File: config.mk
export PLATFORM = sky130hd
export DESIGN_NAME = peak_gain_ctrl
export DESIGN_NICKNAME = d
export VERILOG_FILES = /design/src/rtl/pgc_pkg.sv /design/src/rtl/pgc_peak.sv /design/src/rtl/pgc_window.sv /design/src/rtl/pgc_step.sv /design/src/rtl/peak_gain_ctrl.sv
export SDC_FILE = /design/constraint.sdc
export NUM_CORES = 1
export LEC_CHECK = 0
export BUFFER_PORTS_ARGS = -buffer_cell sky130_fd_sc_hd__buf_2
export CAP_MARGIN = 5
export CORE_MARGIN = 4
export CORE_UTILIZATION = 59
export DETAILED_ROUTE_END_ITERATION = 10
export MAX_ROUTING_LAYER = met4
export PLACE_DENSITY = 0.95
export SYNTH_ARGS = -nofsm -noshare
export SYNTH_HDL_FRONTEND = slang
export SYNTH_SLANG_ARGS = --single-unit
export TNS_END_PERCENT = 5
File: constraint.sdc
create_clock -name clk -period 19.7 [get_ports clk]
set_input_delay 2.955 -clock clk [delete_from_list [all_inputs] [get_ports clk]]
set_output_delay 2.955 -clock clk [all_outputs]
set_load 0.02 [all_outputs]
File: src/rtl/pgc_pkg.sv
package pgc_pkg;

    // Direction requested by the window comparison for one sample set.
    typedef enum logic [1:0] {
        DIR_HOLD = 2'd0,
        DIR_UP   = 2'd1,
        DIR_DOWN = 2'd2
    } step_dir_e;

    // Default geometry of the gain index range (1 dB per code).
    localparam int PGC_IDX_MIN_DB = -12;
    localparam int PGC_IDX_MAX_DB = 68;
    localparam int PGC_IDX_CODES  = PGC_IDX_MAX_DB - PGC_IDX_MIN_DB + 1;

    // Index code that corresponds to a given gain in dB.
    function automatic int db_to_code(input int db);
        return db - PGC_IDX_MIN_DB;
    endfunction

endpackage

File: src/rtl/pgc_peak.sv
module pgc_peak #(
    parameter int NCH   = 4,
    parameter int AMP_W = 16
) (
    input  logic                   clk,
    input  logic                   rst,
    input  logic [NCH*AMP_W-1:0]   amp_bus,
    output logic [AMP_W-1:0]       peak
);

    logic [AMP_W-1:0] run [NCH];

    assign run[0] = amp_bus[AMP_W-1:0];

    // Running-maximum chain across the channels.
    for (genvar k = 1; k < NCH; k++) begin : g_chain
        logic [AMP_W-1:0] ch;
        assign ch     = amp_bus[k*AMP_W +: AMP_W];
        assign run[k] = (ch > run[k-1]) ? ch : run[k-1];
    end

    assign peak = run[NCH-1];

    // the peak bounds every channel.
    for (genvar k = 0; k < NCH; k++) begin : g_chk
        p_peak_bound_r2: assert property (@(posedge clk) disable iff (rst)
            peak >= amp_bus[k*AMP_W +: AMP_W]);
    end

endmodule

File: src/rtl/pgc_window.sv
module pgc_window
    import pgc_pkg::*;
#(
    parameter int AMP_W = 16
) (
    input  logic             clk,
    input  logic             rst,
    input  logic [AMP_W-1:0] peak,
    input  logic [AMP_W-1:0] lvl_hi,
    input  logic [AMP_W-1:0] lvl_lo,
    input  logic [AMP_W-1:0] lvl_hyst,
    output step_dir_e        dir
);

    logic [AMP_W-1:0] up_thr;

    // Lower trip point, floored at zero.
    assign up_thr = (lvl_lo > lvl_hyst) ? (lvl_lo - lvl_hyst) : '0;

    always_comb begin
        if (peak > lvl_hi) begin
            dir = DIR_DOWN;
        end else if (peak < up_thr) begin
            dir = DIR_UP;
        end else begin
            dir = DIR_HOLD;
        end
    end

    // a request to raise the gain means the peak sits below the lower level.
    p_up_below_lo_r4: assert property (@(posedge clk) disable iff (rst)
        (dir == DIR_UP) |-> (peak < lvl_lo));

    // a request to lower the gain means the peak is not within the upper level.
    p_down_above_hi_r3: assert property (@(posedge clk) disable iff (rst)
        (dir == DIR_DOWN) |-> !(peak <= lvl_hi));

endmodule

File: src/rtl/pgc_step.sv
module pgc_step
    import pgc_pkg::*;
#(
    parameter int IDX_W   = 7,
    parameter int IDX_MIN = 0,
    parameter int IDX_MAX = 80,
    parameter int IDX_RST = 12,
    parameter int SET_W   = 8
) (
    input  logic             clk,
    input  logic             rst,
    input  logic             smp_valid,
    input  step_dir_e        dir,
    input  logic             hold,
    input  logic             load,
    input  logic [IDX_W-1:0] load_idx,
    input  logic [SET_W-1:0] settle_len,
    output logic [IDX_W-1:0] gain_idx,
    output logic             gain_chg
);

    localparam logic [IDX_W-1:0] LO_C  = IDX_W'(IDX_MIN);
    localparam logic [IDX_W-1:0] HI_C  = IDX_W'(IDX_MAX);
    localparam logic [IDX_W-1:0] RST_C = IDX_W'(IDX_RST);

    logic [IDX_W-1:0] idx_q, idx_n, ld_c;
    logic [SET_W-1:0] cnt_q, cnt_n;
    logic             chg_q;

    // Forced index, clamped into the legal range.
    always_comb begin
        if (load_idx > HI_C) begin
            ld_c = HI_C;
        end else if (load_idx <= LO_C) begin
            ld_c = LO_C;
        end else begin
            ld_c = load_idx;
        end
    end

    always_comb begin
        idx_n = idx_q;
        cnt_n = cnt_q;
        if (load) begin
            idx_n = ld_c;
            cnt_n = settle_len;
        end else if (smp_valid) begin
            if (cnt_q != '0) begin
                cnt_n = cnt_q - 1'b1;
            end else if (!hold) begin
                unique case (dir)
                    DIR_UP:   if (idx_q < HI_C) idx_n = idx_q + 1'b1;
                    DIR_DOWN: if (idx_q > LO_C) idx_n = idx_q - 1'b1;
                    default:  idx_n = idx_q;
                endcase
                if (idx_n != idx_q) cnt_n = settle_len;
            end
        end
    end

    always_ff @(posedge clk) begin
        if (rst) begin
            idx_q <= RST_C;
            cnt_q <= '0;
            chg_q <= 1'b0;
        end else begin
            idx_q <= idx_n;
            cnt_q <= cnt_n;
            chg_q <= (idx_n != idx_q);
        end
    end

    assign gain_idx = idx_q;
    assign gain_chg = chg_q;

    // the index stays within its range.
    p_in_range_r5: assert property (@(posedge clk) disable iff (rst)
        (idx_q >= LO_C) && (idx_q <= HI_C));

    // without a load the index moves by at most one code.
    p_one_step_r6: assert property (@(posedge clk) disable iff (rst)
        !load |=> ((idx_q == $past(idx_q)) ||
                   (idx_q == $past(idx_q) + 1'b1) ||
                   (idx_q == $past(idx_q) - 1'b1)));

    // no strobe and no load leaves the index alone.
    p_idle_stable_r6: assert property (@(posedge clk) disable iff (rst)
        (!smp_valid && !load) |=> $stable(idx_q));

    // a running settle count blocks steps.
    p_settle_block_r7: assert property (@(posedge clk) disable iff (rst)
        ((cnt_q != '0) && !load) |=> $stable(idx_q));

    // hold blocks steps.
    p_hold_freeze_r8: assert property (@(posedge clk) disable iff (rst)
        (hold && !load) |=> $stable(idx_q));

    // the change flag follows index movement by one cycle.
    p_chg_flag_r10: assert property (@(posedge clk) disable iff (rst)
        ##1 (chg_q == (idx_q != $past(idx_q))));

endmodule

File: src/rtl/peak_gain_ctrl.sv
module peak_gain_ctrl
    import pgc_pkg::*;
#(
    parameter int NCH     = 4,
    parameter int AMP_W   = 16,
    parameter int IDX_W   = 7,
    parameter int IDX_MIN = 0,
    parameter int IDX_MAX = PGC_IDX_CODES - 1,
    parameter int IDX_RST = 12,
    parameter int SET_W   = 8,
    localparam int BUS_W  = NCH * AMP_W
) (
    input  logic             clk,
    input  logic             rst,
    input  logic             smp_valid,
    input  logic [BUS_W-1:0] amp_bus,
    input  logic [AMP_W-1:0] lvl_hi,
    input  logic [AMP_W-1:0] lvl_lo,
    input  logic [AMP_W-1:0] lvl_hyst,
    input  logic [SET_W-1:0] settle_len,
    input  logic             hold,
    input  logic             load,
    input  logic [IDX_W-1:0] load_idx,
    output logic [IDX_W-1:0] gain_idx,
    output logic             gain_chg
);

    logic [AMP_W-1:0] peak;
    step_dir_e        dir;

    pgc_peak #(.NCH(NCH), .AMP_W(AMP_W)) u_peak (
        .clk     (clk),
        .rst     (rst),
        .amp_bus (amp_bus),
        .peak    (peak)
    );

    pgc_window #(.AMP_W(AMP_W)) u_win (
        .clk      (clk),
        .rst      (rst),
        .peak     (peak),
        .lvl_hi   (lvl_hi),
        .lvl_lo   (lvl_lo),
        .lvl_hyst (lvl_hyst),
        .dir      (dir)
    );

    pgc_step #(
        .IDX_W   (IDX_W),
        .IDX_MIN (IDX_MIN),
        .IDX_MAX (IDX_MAX),
        .IDX_RST (IDX_RST),
        .SET_W   (SET_W)
    ) u_step (
        .clk        (clk),
        .rst        (rst),
        .smp_valid  (smp_valid),
        .dir        (dir),
        .hold       (hold),
        .load       (load),
        .load_idx   (load_idx),
        .settle_len (settle_len),
        .gain_idx   (gain_idx),
        .gain_chg   (gain_chg)
    );

endmodule

==> Yosys cells after proc, flatten, opt, wreduce, memory -nomap -nowiden <==
Cells that the tools add are included.
{ "word_totals": {"elab_cells": 50, "register_bits": 16} }
{ "classes": {"eq_ne": 5, "mux": 24, "n_reduce_logical": 4, "n_addsub": 4, "magnitude_cmp": 10} }
{ "op_table": {"columns": ["cell", "n"], "rows": [
  ["2-to-1 mux 7 bit", 12],
  ["> comparator 16 bit", 5],
  ["2-to-1 mux 16 bit", 4],
  ["2-to-1 mux 8 bit", 5],
  ["< comparator 16 bit", 1],
  ["subtractor 16 bit", 1],
  ["inequality test 7 bit", 2],
  ["case mux 7 bit (2 select lines)", 1],
  ["nonzero test 8 bit", 1],
  ["subtractor 8 x 1 -> 8 bit, second input constant", 1],
  ["adder 7 x 1 -> 7 bit, second input constant", 1],
  ["> comparator 7 x 1 -> 1 bit, second input constant", 1],
  ["> comparator 7 bit, second input constant", 1],
  ["less-or-equal comparator 7 x 1 -> 1 bit, second input constant", 1],
  ["< comparator 7 bit, second input constant", 1],
  ["subtractor 7 x 1 -> 7 bit, second input constant", 1],
  ["inequality test 3 x 1 -> 1 bit, second input constant", 1],
  ["AND reduction 3 bit", 1],
  ["nonzero test 3 bit", 1],
  ["== test 2 x 1 -> 1 bit, second input constant", 1],
  ["== test 2 bit, second input constant", 1],
  ["2-to-1 mux 2 bit", 1],
  ["nonzero test 2 bit", 1],
  ["2-to-1 mux 1 bit", 1]
]} }

==> Logic depth before layout (Yosys ltp) <==
{ "logic_depth": {"word_depth": 21, "ltp_mapped": 44, "depth_no_buf": 40} }

==> Modules after synthesis <==
From an unflattened synthesis, not the netlist that was laid out.
{ "unflattened": {"hier_cells": 826, "area_unflattened_um2": 5905.7} }
{ "modules_own_cells": {"columns": ["module", "area_per_inst_um2", "instances", "cells_per_inst", "seq_area_each_um2"], "rows": [
  ["pgc_peak", 2409.8, 1, 327, 0.0],
  ["pgc_step", 1846.8, 1, 267, 320.3],
  ["pgc_window", 1649.1, 1, 232, 0.0]
]} }

==> Worst setup path before layout <==
No wires, ideal clock.
{ "synth_path": {"path_type": "input to register", "startpoint": "input amp_bus[15]", "endpoint": "register u_step.cnt_q[7]", "path_slack_ps": 7663, "arrival_time_ps": 11920, "n_path_buf": 4, "required_time_ps": 19584, "setup_time_ps": 116, "stages": 40, "path_cell_list": "inv_1 > ha_1 > nand4_2 > or4_4 > o22ai_1 > clkbuf_1 > mux2i_1 > ha_1 > a211oi_1 > o221ai_1 > a31oi_1 > nand2_1 > a22o_1 > nand2_1 > clkbuf_1 > clkbuf_1 > nand2_1 > o21ai_0 > [4 not listed] > nand3_1 > a221o_1 > nand2_1 > buf_1 > mux2i_1 > ha_1 > a21o_1 > a21o_1 > a21oi_1 > o41ai_1 > a31oi_1 > o2111ai_1 > o31a_1 > o211ai_1 > nor2_1 > o41ai_4 > o21bai_1 > and4_1"} }
{ "synth_between": {"elab_chain_cells": 18, "word_cells_on_any_way": 20, "classes_between": "order compare (5); eq/ne (3); mux (10); reduce/logical (2)"} }
{ "synth_rtl": {"columns": ["item", "line", "text"], "rows": [
  ["start, declared", "peak_gain_ctrl.sv:16", "input logic [BUS_W-1:0] amp_bus,"],
  ["> comparator 16 bit", "pgc_peak.sv:19", "assign run[k] = (ch > run[k-1]) ? ch : run[k-1];"],
  ["2-to-1 mux 16 bit (*)", "pgc_peak.sv:19", null],
  ["> comparator 16 bit", "pgc_peak.sv:19", null],
  ["2-to-1 mux 16 bit (*)", "pgc_peak.sv:19", null],
  ["> comparator 16 bit", "pgc_peak.sv:19", null],
  ["2-to-1 mux 16 bit (*)", "pgc_peak.sv:19", null],
  ["< comparator 16 bit", "pgc_window.sv:23", "end else if (peak < up_thr) begin"],
  ["2-to-1 mux 1 bit", "pgc_window.sv:23", null],
  ["[2 not listed]", null, null],
  ["case mux 7 bit (2 select lines) (*)", "pgc_step.sv:51", "unique case (dir)"],
  ["2-to-1 mux 7 bit (*)", "pgc_step.sv:50", "end else if (!hold) begin"],
  ["2-to-1 mux 7 bit (*)", "pgc_step.sv:48", "if (cnt_q != '0) begin"],
  ["2-to-1 mux 7 bit (*)", "pgc_step.sv:47", "end else if (smp_valid) begin"],
  ["2-to-1 mux 7 bit (*)", "pgc_step.sv:44", "if (load) begin"],
  ["inequality test 7 bit (*)", "pgc_step.sv:56", "if (idx_n != idx_q) cnt_n = settle_len;"],
  ["nonzero test 3 bit (no line) (*)", null, null],
  ["AND reduction 3 bit (no line) (*)", null, null],
  ["end signal, assigned", "pgc_step.sv:68", "cnt_q <= cnt_n;"],
  ["end, declared", "pgc_step.sv:27", "logic [SET_W-1:0] cnt_q, cnt_n;"]
]} }
Mark *: on every way between the ends. The rest lies on a longest branch, timed or not. The select of a mux whose other input is x is not followed.
A chain may end at the register's enable or synchronous reset.

==> Worst setup path in the final report <==
{ "layout_path": {"startpoint": "input amp_bus[1]", "endpoint": "register u_step.cnt_q[7]"} }
Same word-level chain as after synthesis.

==> results.sh <==
export IMPL_ioPinCount=140
export IMPL_grt_ovfl_total=0
export IMPL_grt_pass1_vias=5527
export IMPL_yosys_area_share_simple=0.2113
export IMPL_synth_mux_area_frac=0.06942
export IMPL_fin_tns_setup_ns=0
export IMPL_period_share=0.7067
export IMPL_die_h_um=99.15
export IMPL_synthXorXnorAreaFrac=0.02680
export IMPL_synth_seq_area_share=0.06534
export IMPL_port_buffer_count=139
export IMPL_antenna_cells=0
export IMPL_hold_depth=2
export IMPL_synth_area_per_cell_sq_um=7.125
export IMPL_drtPass1Iterations=5
export IMPL_grt_max_degree=31
export IMPL_hold_buffers=0
export IMPL_post_cts_buffers=0
export IMPL_worst_slack_ns=5.778
export IMPL_clkTransAtPathRegs_ns=0.07
export IMPL_finalSetupViolCount=0
export IMPL_fin_cells=916
export IMPL_ys_async_sr_fraction=0
export IMPL_reg2reg_depth=11
export IMPL_multi_input_area_sq_um=4164
export IMPL_routed_wirelength_um=14780
export IMPL_syn_area_sq_um=4902
export IMPL_cts_buffers=3
export IMPL_synth_area_top_cells="ha_1 24%, inv_1 7.2%, mux2i_1 6.9%"
export IMPL_initial_core_util=0.6215
export IMPL_insertion_delay_ns=0.26
export IMPL_n_fill_cell=655
export IMPL_cts_path_max_buffers=2
export IMPL_rsz0062_at_grt="no"
export IMPL_p_leak_uw=0.003055
export IMPL_synthDistinctLibCells=68
export IMPL_worstPathArrival_ns=14.08
export IMPL_cpMaxStageDelayCell="o22ai_2"
export IMPL_yosysTopAreaCell="ha_1"
export IMPL_gp_congestion=1.013
export IMPL_routed_via_count=5752
export IMPL_relSlewSlack=0.3319
export IMPL_routed_via_density=6.279
export IMPL_grt_pass1_wl_um=24280
export IMPL_required_ns=19.86
export IMPL_netlist_instances=688
export IMPL_hold_ws_ns=0.5197
export IMPL_die_area_sq_um=9831
export IMPL_synth_edf_count=0
export IMPL_root_buffer="clkbuf_8"
export IMPL_worstSetupEndpointType="flop"
export IMPL_wl_per_cell_um=16.13
export IMPL_worstSetupStartpointType="input pin"
export IMPL_placed_cells=912
export IMPL_cts_tree="yes"
export IMPL_ant_nets=0
export IMPL_dieWidth_um=99.15
export IMPL_syn_nets=916
export IMPL_dp_hpwl_um=12690
export IMPL_critPathKind="input pin to flop"
export IMPL_regArea_sq_um=320.3
export IMPL_synth_seq_cells=16
export IMPL_pwr_density_cell_nw_per_um2=59.19
export IMPL_syn_to_final_growth_pct=16.59
export IMPL_slowest_delay_ns=0.80
export IMPL_h_tree_depth=1
export IMPL_dp_worst_setup_slack_ns=5.794
export IMPL_hold_viol=0
export IMPL_grt_use_total=0.2939
export IMPL_synth_top_area_share=0.2425
export IMPL_ys_flop_type="dfxtp_1"
export IMPL_ctsResizeCount=0
export IMPL_cts_sinks=16
export IMPL_layout_nets=1043
export IMPL_hold_class="flop to flop"
export IMPL_rows=32
export IMPL_maxSlewViolCount=0
export IMPL_maxCapViolCount=0
export IMPL_synth_compound_area_frac=0.2940
export IMPL_min_period_ns=13.92
export IMPL_drcViolationCount=0
export IMPL_drt_initial_drc_count=314
export IMPL_synth_top_family_by_area="compound AO/OA/AOI/OAI gates"
export IMPL_ir_drop_v=0.00002971
export IMPL_ys_warn_count=0
export IMPL_fin_skew_ns=0.007039
export IMPL_synth_fa_ha_area_frac=0.2466
export IMPL_crit_fanout=30
export IMPL_core_area_sq_um=7888
export IMPL_drive_gt1_frac=0.1904
export IMPL_grt_antenna_before_repair=0
export IMPL_worst_slew_pin_slew_ns=1.002
export IMPL_clock_fmax_mhz=71.83
export IMPL_outcome="complete, no violations"
[flip-flops by register name, summed over array words and instances, names as in the netlist]
| register | count |
|---|---|
| u_step.cnt_q | 8 |
| u_step.gain_chg | 1 |
| u_step.gain_idx | 7 |
[cell families (layout without fill, tap and decap cells)]
kind of cell	after synthesis	in the layout
AO/OA/AOI/OAI	216	216
AND/OR/NAND/NOR	200	200
XOR/XNOR	15	15
buffers and inverters	111	237
multiplexers	34	34
flip-flops	16	16
adder cells (fa/ha/maj)	96	96
[layout make-up]
type / instances / share of cell area
well taps: 102 / 0.02233
clock buffers: 4 / 0.009632
flip-flops and latches: 16 / 0.05604
inverters: 94 / 0.06173
multi-input cells: 561 / 0.7285
repair buffers: 139 / 0.1217
[routing by layer]
metal  global-route usage  share of wire  vias up
met1               0.3664           0.42     2629
li1                     -              -     2831
met4              0.07038          0.023        0
met2               0.5088           0.47      258
met3              0.03086          0.080       34
met5                    -              0        -
[worst max-delay path: cells and delay by family]
kind / cells / cell delay [ns]
AO/OA/AOI/OAI: 21 / 5.86
AND/OR/NAND/NOR: 10 / 3.07
adder cells (fa/ha/maj): 4 / 1.27
multiplexers: 2 / 0.76
buffers and inverters: 2 / 0.15
[power by group]
part           switching (uW)  total (uW)  internal, uW
clock                    12.9        30.6          17.8
combinational             157         265           108
sequential               5.66        42.4          36.7
total                     176         338           163
[final timing paths]
| kind | to | from | slack (ns) |
|---|---|---|---|
| max reg2reg | u_step.gain_idx[6] | u_step.cnt_q[0] | 16.48 |
| min | u_step.cnt_q[5] | u_step.cnt_q[5] | 0.52 |
| min reg2reg | u_step.cnt_q[5] | u_step.cnt_q[5] | 0.52 |
| max | u_step.cnt_q[7] | amp_bus[1] | 5.78 |
[layout by cell type, fill, tap and decap left out, types with 4 or more instances in the layout]
cell type  synthesis  final
buf_2              0    139
ha_1              95     95
inv_1             94     94
nand2_1           61     61
o21ai_0           51     51
a21oi_1           42     42
mux2i_1           34     34
nor2_1            28     28
a21o_1            21     21
nand4_1           21     21
a31oi_1           21     21
nor3_1            16     16
nand3_1           16     16
dfxtp_1           16     16
xnor2_1           11     11
nor2b_1           10     10
nor4_1             9      9
and4_1             7      7
o21a_1             6      6
o31ai_1            6      6
a211oi_1           6      6
and3_1             6      6
o21bai_1           5      5
or3_1              5      5
nand2b_1           5      5
o211ai_1           4      4
o21ai_1            4      4
nand3b_1           4      4
xor2_1             4      4
clkbuf_8           0      4
[cells in the mapped netlist, types with 3 or more instances]
master	number
nor4_1	9
xor2_1	4
o21ai_1	4
o211ai_1	4
or4_1	3
o31a_1	3
a32o_1	3
a31oi_1	21
inv_1	94
o41ai_1	3
nor2_1	28
a21o_1	21
and4_1	7
clkbuf_1	15
and3_1	6
nand2_1	61
o21bai_1	5
a211oi_1	6
a21oi_1	42
nand3b_1	4
o31ai_1	6
nand2b_1	5
o22ai_1	4
o2111ai_1	3
o21ai_0	51
mux2i_1	34
xnor2_1	11
nand3_1	16
ha_1	95
nor2b_1	10
a31o_2	3
nand4_1	21
or3_1	5
nor3_1	16
dfxtp_1	16
o21a_1	6
[stage by stage]
step	utilization	total power, uW	instance area (sq um)
after floorplan	-	236.7	4902
after global placement	0.7176	288.3	5660
after detailed placement	0.7176	302.4	5660
after CTS	0.7246	333.7	5715
after global routing	0.7246	373.4	5715
final	0.7246	338.3	5715
Note: power is estimated with default switching activity, not from simulation.
